--- config.mk ---
export PLATFORM = sky130hd
export DESIGN_NAME = bitstream_container_parser
export DESIGN_NICKNAME = d
export VERILOG_FILES = /design/src/rtl/bcp_pkg.sv /design/src/rtl/bcp_sig_match.sv /design/src/rtl/bcp_len_acc.sv /design/src/rtl/bcp_down_cnt.sv /design/src/rtl/bitstream_container_parser.sv
export SDC_FILE = /design/constraint.sdc
export NUM_CORES = 1
export LEC_CHECK = 0
export CORE_ASPECT_RATIO = 1.4
export CORE_MARGIN = 3
export CORE_UTILIZATION = 56
export CTS_CLUSTER_DIAMETER = 120
export DETAILED_ROUTE_END_ITERATION = 16
export HOLD_SLACK_MARGIN = 0.12
export PLACE_DENSITY_LB_ADDON = 0.3
export SLEW_MARGIN = 20
export SYNTH_ARGS = -nofsm -noshare
export SYNTH_HDL_FRONTEND = slang
export SYNTH_SLANG_ARGS = --single-unit
--- constraint.sdc ---
create_clock -name clk_i -period 3.1 [get_ports clk_i]
set_input_delay 0.31 -clock clk_i [delete_from_list [all_inputs] [get_ports clk_i]]
set_output_delay 0.31 -clock clk_i [all_outputs]
set_load 0.005 [all_outputs]
--- src/rtl/bcp_pkg.sv ---
package bcp_pkg;
  typedef enum logic [2:0] {
    ST_PRE, ST_TAG, ST_LEN, ST_SKIP, ST_PAY, ST_DONE, ST_ERR
  } st_e;

  typedef enum logic [2:0] {
    ERR_NONE     = 3'd0,
    ERR_SIG      = 3'd1,
    ERR_TAG      = 3'd2,
    ERR_SIZE     = 3'd3,
    ERR_TRUNC    = 3'd4
  } err_e;

  localparam int unsigned SIG_BYTES   = 13;
  localparam logic [7:0]  TAG_FIRST   = 8'h61;
  localparam logic [7:0]  TAG_PAYLOAD = 8'h65;

  function automatic logic [7:0] sig_byte(input logic [3:0] idx);
    case (idx)
      4'd0:                   sig_byte = 8'h00;
      4'd1:                   sig_byte = 8'h09;
      4'd2, 4'd4, 4'd6, 4'd8: sig_byte = 8'h0F;
      4'd3, 4'd5, 4'd7, 4'd9: sig_byte = 8'hF0;
      4'd10, 4'd11:           sig_byte = 8'h00;
      4'd12:                  sig_byte = 8'h01;
      default:                sig_byte = 8'h00;
    endcase
  endfunction
endpackage

--- src/rtl/bcp_sig_match.sv ---
module bcp_sig_match
  import bcp_pkg::*;
#(
  parameter int unsigned IDX_W = 4
) (
  input  logic [IDX_W-1:0] idx_i,
  input  logic [7:0]       byte_i,
  output logic             match_o,
  output logic             final_o
);
  logic [3:0] idx4;
  assign idx4    = 4'(idx_i);
  assign match_o = (byte_i == sig_byte(idx4));
  assign final_o = (idx_i == IDX_W'(SIG_BYTES - 1));
endmodule

--- src/rtl/bcp_len_acc.sv ---
module bcp_len_acc #(
  parameter int unsigned W = 32
) (
  input  logic         clk_i,
  input  logic         rst_ni,
  input  logic         clr_i,
  input  logic         shift_i,
  input  logic [7:0]   byte_i,
  output logic [W-1:0] nxt_o
);
  logic [W-1:0] val_q;

  // big-endian: older bytes move up
  assign nxt_o = {val_q[W-9:0], byte_i};

  always_ff @(posedge clk_i or negedge rst_ni) begin
    if (!rst_ni)      val_q <= '0;
    else if (clr_i)   val_q <= '0;
    else if (shift_i) val_q <= nxt_o;
  end
endmodule

--- src/rtl/bcp_down_cnt.sv ---
module bcp_down_cnt #(
  parameter int unsigned W = 32
) (
  input  logic         clk_i,
  input  logic         rst_ni,
  input  logic         load_i,
  input  logic [W-1:0] load_val_i,
  input  logic         dec_i,
  output logic         one_o
);
  logic [W-1:0] cnt_q;

  assign one_o = (cnt_q == W'(1));

  always_ff @(posedge clk_i or negedge rst_ni) begin
    if (!rst_ni)     cnt_q <= '0;
    else if (load_i) cnt_q <= load_val_i;
    else if (dec_i)  cnt_q <= cnt_q - W'(1);
  end


  no_underflow_chk: assert property (@(posedge clk_i) disable iff (!rst_ni)
    dec_i |-> cnt_q != '0);
endmodule

--- src/rtl/bitstream_container_parser.sv ---
module bitstream_container_parser
  import bcp_pkg::*;
#(
  parameter int unsigned LEN_W       = 32,
  parameter int unsigned SHORT_MAX   = 255,
  parameter int unsigned SHORT_BYTES = 2,
  parameter int unsigned LONG_BYTES  = 4
) (
  input  logic             clk_i,
  input  logic             rst_ni,
  input  logic [7:0]       in_data_i,
  input  logic             in_valid_i,
  input  logic             in_last_i,
  output logic             in_ready_o,
  output logic [7:0]       out_data_o,
  output logic             out_valid_o,
  output logic             out_last_o,
  input  logic             out_ready_i,
  output logic [LEN_W-1:0] len_o,
  output logic             len_valid_o,
  output logic             done_o,
  output logic             err_o,
  output logic [2:0]       err_code_o
);
  localparam int unsigned IDX_W = $clog2(SIG_BYTES);

  st_e  st_q, st_d;
  err_e code_q, code_d;
  logic [IDX_W-1:0] idx_q, idx_d;
  logic is_e_q, is_e_d;
  logic [LEN_W-1:0] len_q;
  logic len_vld_q;

  logic accept, sig_ok, sig_final, cnt_one;
  logic acc_clr, acc_shift, cnt_load, cnt_dec, len_set;
  logic [LEN_W-1:0] acc_nxt;
  logic [IDX_W-1:0] len_final_idx;

  bcp_sig_match #(.IDX_W(IDX_W)) u_sig (
    .idx_i(idx_q), .byte_i(in_data_i), .match_o(sig_ok), .final_o(sig_final)
  );

  bcp_len_acc #(.W(LEN_W)) u_acc (
    .clk_i, .rst_ni, .clr_i(acc_clr), .shift_i(acc_shift),
    .byte_i(in_data_i), .nxt_o(acc_nxt)
  );

  bcp_down_cnt #(.W(LEN_W)) u_cnt (
    .clk_i, .rst_ni, .load_i(cnt_load), .load_val_i(acc_nxt),
    .dec_i(cnt_dec), .one_o(cnt_one)
  );

  // payload passes straight through; handshake is shared with the sink
  assign in_ready_o  = (st_q == ST_PAY) ? out_ready_i : 1'b1;
  assign out_valid_o = (st_q == ST_PAY) && in_valid_i;
  assign out_data_o  = in_data_i;
  assign out_last_o  = out_valid_o && cnt_one;
  assign accept      = in_valid_i && in_ready_o;

  assign len_final_idx = is_e_q ? IDX_W'(LONG_BYTES - 1) : IDX_W'(SHORT_BYTES - 1);

  always_comb begin
    st_d      = st_q;
    code_d    = code_q;
    idx_d     = idx_q;
    is_e_d    = is_e_q;
    acc_clr   = 1'b0;
    acc_shift = 1'b0;
    cnt_load  = 1'b0;
    cnt_dec   = 1'b0;
    len_set   = 1'b0;
    if (accept) begin
      unique case (st_q)
        ST_PRE: begin
          if (!sig_ok) begin
            st_d = ST_ERR; code_d = ERR_SIG;
          end else if (sig_final) begin
            st_d = ST_TAG;
          end else begin
            idx_d = idx_q + IDX_W'(1);
          end
        end
        ST_TAG: begin
          if (in_data_i < TAG_FIRST || in_data_i > TAG_PAYLOAD) begin
            st_d = ST_ERR; code_d = ERR_TAG;
          end else begin
            is_e_d  = (in_data_i == TAG_PAYLOAD);
            idx_d   = '0;
            acc_clr = 1'b1;
            st_d    = ST_LEN;
          end
        end
        ST_LEN: begin
          acc_shift = 1'b1;
          if (idx_q != len_final_idx) begin
            idx_d = idx_q + IDX_W'(1);
          end else if (is_e_q) begin
            len_set = 1'b1;
            if (acc_nxt == '0) st_d = ST_DONE;
            else begin
              cnt_load = 1'b1; st_d = ST_PAY;
            end
          end else if (acc_nxt > LEN_W'(SHORT_MAX)) begin
            st_d = ST_ERR; code_d = ERR_SIZE;
          end else if (acc_nxt == '0) begin
            st_d = ST_TAG;
          end else begin
            cnt_load = 1'b1; st_d = ST_SKIP;
          end
        end
        ST_SKIP: begin
          if (cnt_one) st_d = ST_TAG;
          else         cnt_dec = 1'b1;
        end
        ST_PAY: begin
          if (cnt_one) st_d = ST_DONE;
          else         cnt_dec = 1'b1;
        end
        default: ;
      endcase
      // end of stream that leaves the payload incomplete
      if (in_last_i && st_q != ST_DONE && st_q != ST_ERR &&
          st_d != ST_DONE && st_d != ST_ERR) begin
        st_d = ST_ERR; code_d = ERR_TRUNC;
      end
    end
  end

  always_ff @(posedge clk_i or negedge rst_ni) begin
    if (!rst_ni) begin
      st_q      <= ST_PRE;
      code_q    <= ERR_NONE;
      idx_q     <= '0;
      is_e_q    <= 1'b0;
      len_q     <= '0;
      len_vld_q <= 1'b0;
    end else begin
      st_q   <= st_d;
      code_q <= code_d;
      idx_q  <= idx_d;
      is_e_q <= is_e_d;
      if (len_set) begin
        len_q     <= acc_nxt;
        len_vld_q <= 1'b1;
      end
    end
  end

  assign len_o       = len_q;
  assign len_valid_o = len_vld_q;
  assign done_o      = (st_q == ST_DONE);
  assign err_o       = (st_q == ST_ERR);
  assign err_code_o  = code_q;


  err_sticky_chk: assert property (@(posedge clk_i) disable iff (!rst_ni)
    err_o |=> err_o && $stable(err_code_o));

  err_quiet_chk: assert property (@(posedge clk_i) disable iff (!rst_ni)
    err_o |-> in_ready_o && !out_valid_o);

  len_hold_chk: assert property (@(posedge clk_i) disable iff (!rst_ni)
    len_valid_o |=> len_valid_o && $stable(len_o));

  len_first_chk: assert property (@(posedge clk_i) disable iff (!rst_ni)
    out_valid_o |-> len_valid_o);

  last_done_chk: assert property (@(posedge clk_i) disable iff (!rst_ni)
    (out_valid_o && out_ready_i && out_last_o) |=> done_o && !err_o);

  done_sticky_chk: assert property (@(posedge clk_i) disable iff (!rst_ni)
    done_o |=> done_o && !out_valid_o);
endmodule

# After elaboration in Yosys (flattened, before gate mapping)
# Memories as Yosys holds them, arrays and structs flattened.
# Cells that the tools add are included.
[word_totals] reg_bits=100 romBits=128 input_bits=13 out_inout_bits=49 wordCells=106 mem_count=1
[classes] add_sub_neg=2 magnitude_cmp=3 eq_ne=24 muxes=49 bitwise_logic=1 reduce_logical=18
[memory_table] memory="(name not given)" words=16 width=8 read_ports=1 rd_clocked_by_memory_dff=0 write_ports=0 line="bcp_pkg.sv:19" rtl="case (idx)"
[op_table] op="$mux 32" n=2
[op_table] op="$mux 24" n=2
[op_table] op="$mux 3" n=16
[op_table] op="$eq 32x1->1 const B" n=1
[op_table] op="$gt 32x8->1 const B" n=1
[op_table] op="$logic_not 32->1" n=1
[op_table] op="$sub 32x1->32 const B" n=1
[op_table] op="$ne 3x3->1 const B" n=9
[op_table] op="$mux 1" n=20
[op_table] op="$mux 4" n=4
[op_table] op="$pmux 3 s5" n=1
[op_table] op="$pmux 4 s3" n=1
[op_table] op="$eq 3x3->1 const B" n=3
[op_table] op="$pmux 3 s3" n=1
[op_table] op="$eq 8x7->1 const B" n=1
[op_table] op="$eq 8x8->1" n=1
[op_table] op="$gt 8x7->1 const B" n=1
[op_table] op="$lt 8x7->1 const B" n=1
[op_table] op="$ne 2x2->1 const B" n=4
[op_table] op="$logic_and 1x1->1" n=7
[op_table] op="$reduce_and 7->1" n=1
[op_table] op="$eq 3x2->1 const B" n=2
[op_table] op="$reduce_and 6->1" n=1
[op_table] op="$add 4x1->4 const B" n=1
[op_table] op="other kinds (12)" n=14

# Logic depth before layout (Yosys ltp)
[logic_depth] word_depth=12 mapped_depth=11 depth_no_buf=9

# Cells and area by module
# From an unflattened synthesis, not the netlist that was laid out.
[hier_totals] cells_unflattened=515 area_unflattened_um2=5340.1
[modules_own_cells] module="bitstream_container_parser" instances=1 cells_per_inst=205 area_per_inst_um2=2290.9 seq_area_each_um2=1101.1
[modules_own_cells] module="bcp_down_cnt" instances=1 cells_per_inst=196 area_per_inst_um2=1773.0 seq_area_each_um2=800.8
[modules_own_cells] module="bcp_len_acc" instances=1 cells_per_inst=85 area_per_inst_um2=1049.8 seq_area_each_um2=600.6
[modules_own_cells] module="bcp_sig_match" instances=1 cells_per_inst=29 area_per_inst_um2=226.5 seq_area_each_um2=0.0

# Worst setup path before layout
# OpenSTA, ideal clock, no wires.
[synth_timing] path_kind="register -> register" from="register u_cnt.cnt_q[6]" to="register code_q[2], in the netlist err_code_o[2]" t_arrival_ns=2.572 required_ns=3.029 setup_slack_ns=0.457 stages_incl_launch_ff=8 synth_period_minus_slack_ns=2.643 cell_sequence="dfrtp_1 > or4_4 > or4_1 > buf_2 > o311ai_4 > o211ai_2 > or4b_1 > nand4_1"
[synth_via] elab_chain_len=9 word_cells_on_any_way=17 classes_between="eq/ne (8); mux (5); reduce/logical (4)"
[synth_rtl] element="from (decl)" line="bcp_down_cnt.sv:11" rtl="logic [W-1:0] cnt_q;"
[synth_rtl] element="from (signal assigned)" line="bcp_down_cnt.sv:17" rtl="else if (load_i) cnt_q <= load_val_i;"
[synth_rtl] element="from (signal assigned)" line="bcp_down_cnt.sv:18" rtl="else if (dec_i) cnt_q <= cnt_q - W'(1);"
[synth_rtl] element="$eq 32x1->1 (*)" line="bcp_down_cnt.sv:13" rtl="assign one_o = (cnt_q == W'(1));"
[synth_rtl] element="$mux 3, on equally long branches" line="bitstream_container_parser.sv:116, bitstream_container_parser.sv:112"
[synth_rtl] element="$pmux 3 s5 (*)" line="bitstream_container_parser.sv:73" rtl="unique case (st_q)"
[synth_rtl] element="$mux 3 (*)" line="bitstream_container_parser.sv:72" rtl="if (accept) begin"
[synth_rtl] element="$ne 3x3->1" line="bitstream_container_parser.sv:123" rtl="st_d != ST_DONE && st_d != ST_ERR) begin"
[synth_rtl] element="$logic_and 1x1->1" line="bitstream_container_parser.sv:122" rtl="if (in_last_i && st_q != ST_DONE && st_q != ST_ERR &&"
[synth_rtl] element="$logic_and 1x1->1 (*)" line="bitstream_container_parser.sv:123"
[synth_rtl] element="$ne 3x3->1 (no line) / $reduce_bool 4->1 (equally long branches)"
[synth_rtl] element="$reduce_and 7->1 (no line)"
[synth_rtl] element="to (signal assigned)" line="bitstream_container_parser.sv:139" rtl="code_q <= code_d;"
[synth_rtl] element="to (decl)" line="bitstream_container_parser.sv:28" rtl="err_e code_q, code_d;"
# Mark *: on every way between the ends. The rest lies on a longest branch, timed or not. The select of a mux whose other input is x is not followed.
# A chain may end at the register's enable or synchronous reset.

# Final worst setup path
[layout_timing] from="register u_cnt.cnt_q[17]" to="output out_last_o"
[layout_via] elab_chain_len=2
[layout_rtl] element="$eq 32x1->1" line="bcp_down_cnt.sv:13"
[layout_rtl] element="$logic_and 1x1->1" line="bitstream_container_parser.sv:57" rtl="assign out_last_o = out_valid_o && cnt_one;"
[layout_rtl] element="to (decl)" line="bitstream_container_parser.sv:17" rtl="output logic out_last_o,"
# No other way between the ends.

==> results.json <==
{
  "reg2reg_from": "u_cnt.cnt_q[6]$_DFFE_PN0P_",
  "path_max_fanout": 6,
  "yosys.area.top_type": "dfrtp_1",
  "clock_tree.buffer_depth": 2,
  "required_ns": 2.79,
  "hold_violations": 0,
  "rr_worst_depth": 6,
  "ys_async_sr_fraction_pct": 100,
  "hpwlAfterDp_um": 10700,
  "path_class": "flip-flop to output port",
  "grt_start_max_net_pins": 51,
  "remaining_drc_errors": 0,
  "place_congestion": 0.902,
  "synth_fp_nets": 629,
  "worstMarginPinSlew_ns": 0.794,
  "arrival_ns": 2.64,
  "ys_types": 65,
  "clk_latency_ns": 0.35,
  "fin_worst_skew_ns": 0.0106,
  "synth_top_cell_area_share_pct": 47.0,
  "avgSynthCellArea_um2": 8.72,
  "die_w_um": 88.4,
  "placed_area_mm2": 0.00616,
  "routed_via_density": 6.29,
  "period_share_pct": 95.3,
  "relSlewSlack_pct": 46.9,
  "reg2reg_to": "err_code_o[2]$_DFFE_PN0P_",
  "syn_inst": 610,
  "irDropWorstVdd_uv": 376,
  "io_pins": 62,
  "cts_tree": "done",
  "final.setup.tns_ns": 0,
  "routed_wl_um": 15200,
  "stdcell_area_mm2": 0.00654,
  "dieArea_mm2": 0.0107,
  "syn_area_mm2": 0.00532,
  "routedWlPerCell_um": 19.1,
  "rsz0062_at_grt": "false",
  "coreArea_mm2": 0.00913,
  "die_h_um": 121,
  "crit_path_end_kind": "output port",
  "cts_sinks": 100,
  "drt_iter0_markers": 440,
  "synth_most_common_cell": "nand2_1",
  "rows": 41,
  "hold_class": "flip-flop to flip-flop",
  "initial_core_util_pct": 58.2,
  "port_buffers": 61,
  "setup_violations": 0,
  "hold_path_end": "len_o[24]$_DFFE_PN0P_",
  "layout_min_cycle_time_ns": 2.95,
  "startpoint_type": "flip-flop",
  "status": "completed",
  "cap_violations": 0,
  "grt_pass1_wl_um": 24800,
  "yosys-top-cells-area": "dfrtp_1, nand2_1, nor2_1",
  "worstHoldPathCells": 2,
  "synth-edff-count": 0,
  "synthTopCellsByCount": "nand2_1, dfrtp_1, nor2_1",
  "antenna_found_initial": 0,
  "vias": 4987,
  "cts_buffers": 9,
  "overflow": 0,
  "clk_pin_slew_worst_paths_ns": 0.07,
  "max_freq_ghz": 0.339,
  "ys_warn_count": 0,
  "nets": 700,
  "antenna_left": 0,
  "reg2reg_slack_ns": 0.23,
  "synth-seq-cells": 100,
  "htreeDepth": 3,
  "cts-root-buf": "clkbuf_16",
  "slew_viol_final": 0,
  "power_leakage_nw": 2.93,
  "synthFlopType": "dfrtp_1",
  "diodes": 0,
  "seq_area_frac_synth_pct": 47.0,
  "dr.pass1.iters": 5,
  "drive_gt1_share_pct": 11.2,
  "area_delta_synth_final_pct": 23.0,
  "pwr_density_cell_mw_per_mm2": 574,
  "track_usage_pct": 29.9,
  "first_global_vias": 5006,
  "min_from": "len_o[24]$_DFFE_PN0P_"
}
## state kept, by name, indices dropped and copies added (netlist names)
name	cells
u_acc.val_q	24
len_valid_o	1
err_code_o	3
is_e_q	1
st_q	3
len_o	32
u_cnt.cnt_q	32
idx_q	4
## logic make-up after synthesis
group / share of synthesized area (%)
AO/OA/AOI/OAI: 16.1
XOR/XNOR: 2.31
adder cells (fa/ha/maj): 1.41
buffers and inverters: 4.89
flip-flops: 47.0
multiplexers: 1.98
AND/OR/NAND/NOR: 26.3
## worst max-delay path by stage
stage / depth (start not counted) / to / slack, ns / start
after floorplan: 7 / err_code_o[2]$_DFFE_PN0P_ / 0.46 / u_cnt.cnt_q[6]$_DFFE_PN0P_
after global placement: 8 / err_code_o[2]$_DFFE_PN0P_ / 0.16 / in_data_i[4]
final: 5 / out_last_o / 0.15 / u_cnt.cnt_q[17]$_DFFE_PN0P_
after CTS: 5 / out_last_o / 0.03 / u_cnt.cnt_q[17]$_DFFE_PN0P_
after global routing: 5 / out_last_o / 0.05 / u_cnt.cnt_q[17]$_DFFE_PN0P_
after detailed placement: 8 / err_code_o[2]$_DFFE_PN0P_ / 0.09 / in_data_i[4]
## cells in the final DEF (no fill, tap or decap), types with 5 or more instances in the layout
master / instances
a21oi_1: 21
and2_1: 5
buf_4: 38
clkbuf_16: 9
clkdlybuf4s50_1: 60
dfrtp_1: 100
ha_1: 6
inv_1: 19
mux2i_1: 6
nand2_1: 154
nand2b_1: 7
nand3_1: 15
nand4_1: 7
nor2_1: 39
nor3_1: 9
nor4_1: 12
o211ai_1: 11
o21ai_0: 21
o21ai_1: 19
o31ai_1: 11
or2_2: 6
or4_1: 9
xnor2_1: 8
xor2_1: 6
## final cells by class
type | count | area [um^2]
flip-flops and latches | 100 | 2500
inverters | 20 | 75.1
fillers | 704 | 2590
well taps | 107 | 134
multi-input cells | 450 | 2600
clock buffers | 12 | 256
repair buffers | 100 | 916
clock inverters | 4 | 56.3
## report_power, final
part / total [W] / switching, W / internal, W
logic: 0.000941 / 0.000540 / 0.000401
clock network: 0.00117 / 0.000497 / 0.000676
registers: 0.00164 / 0.000189 / 0.00146
## critical path, stage by stage (launching register included)
cell and delay [ns]:
dfrtp_1 0.40, or4_1 0.61, nor3_4 0.30, nand4_4 0.17, nor4_4 0.26, clkdlybuf4s50_1 0.55
## layer usage
metal	track usage, %	share of wire (%)	up-vias
met3	5.64	5.1	66
li1	-	-	2282
met2	50.4	52	224
met5	0	0	-
met4	16.2	5.0	0
met1	35.3	38	2415
## metrics by stage
| step | setup slack [ns] | power, W | std cells | util [%] | hold WS, ns |
|---|---|---|---|---|---|
| 2_1_floorplan | 0.457 | 0.00217 | 610 | - | 0.0144 |
| 3_3_place_gp | 0.157 | 0.00244 | 773 | 67.5 | 0.370 |
| 3_5_place_dp | 0.0916 | 0.00250 | 773 | 67.5 | 0.377 |
| 4_1_cts | 0.0329 | 0.00371 | 791 | 71.3 | 0.478 |
| 5_1_grt | 0.0481 | 0.00392 | 793 | 71.7 | 0.496 |
| 6_report | 0.147 | 0.00376 | 793 | 71.7 | 0.470 |
## timing repair
item	4_1_cts	5_1_grt
pin swaps	1	1
setup buffers	1	2
resized for setup	4	2
hold buffers	1	0
endpoints found under the hold margin	48	0
endpoints found under the setup margin	1	1
No activity file was read; power rests on OpenSTA's default activity.
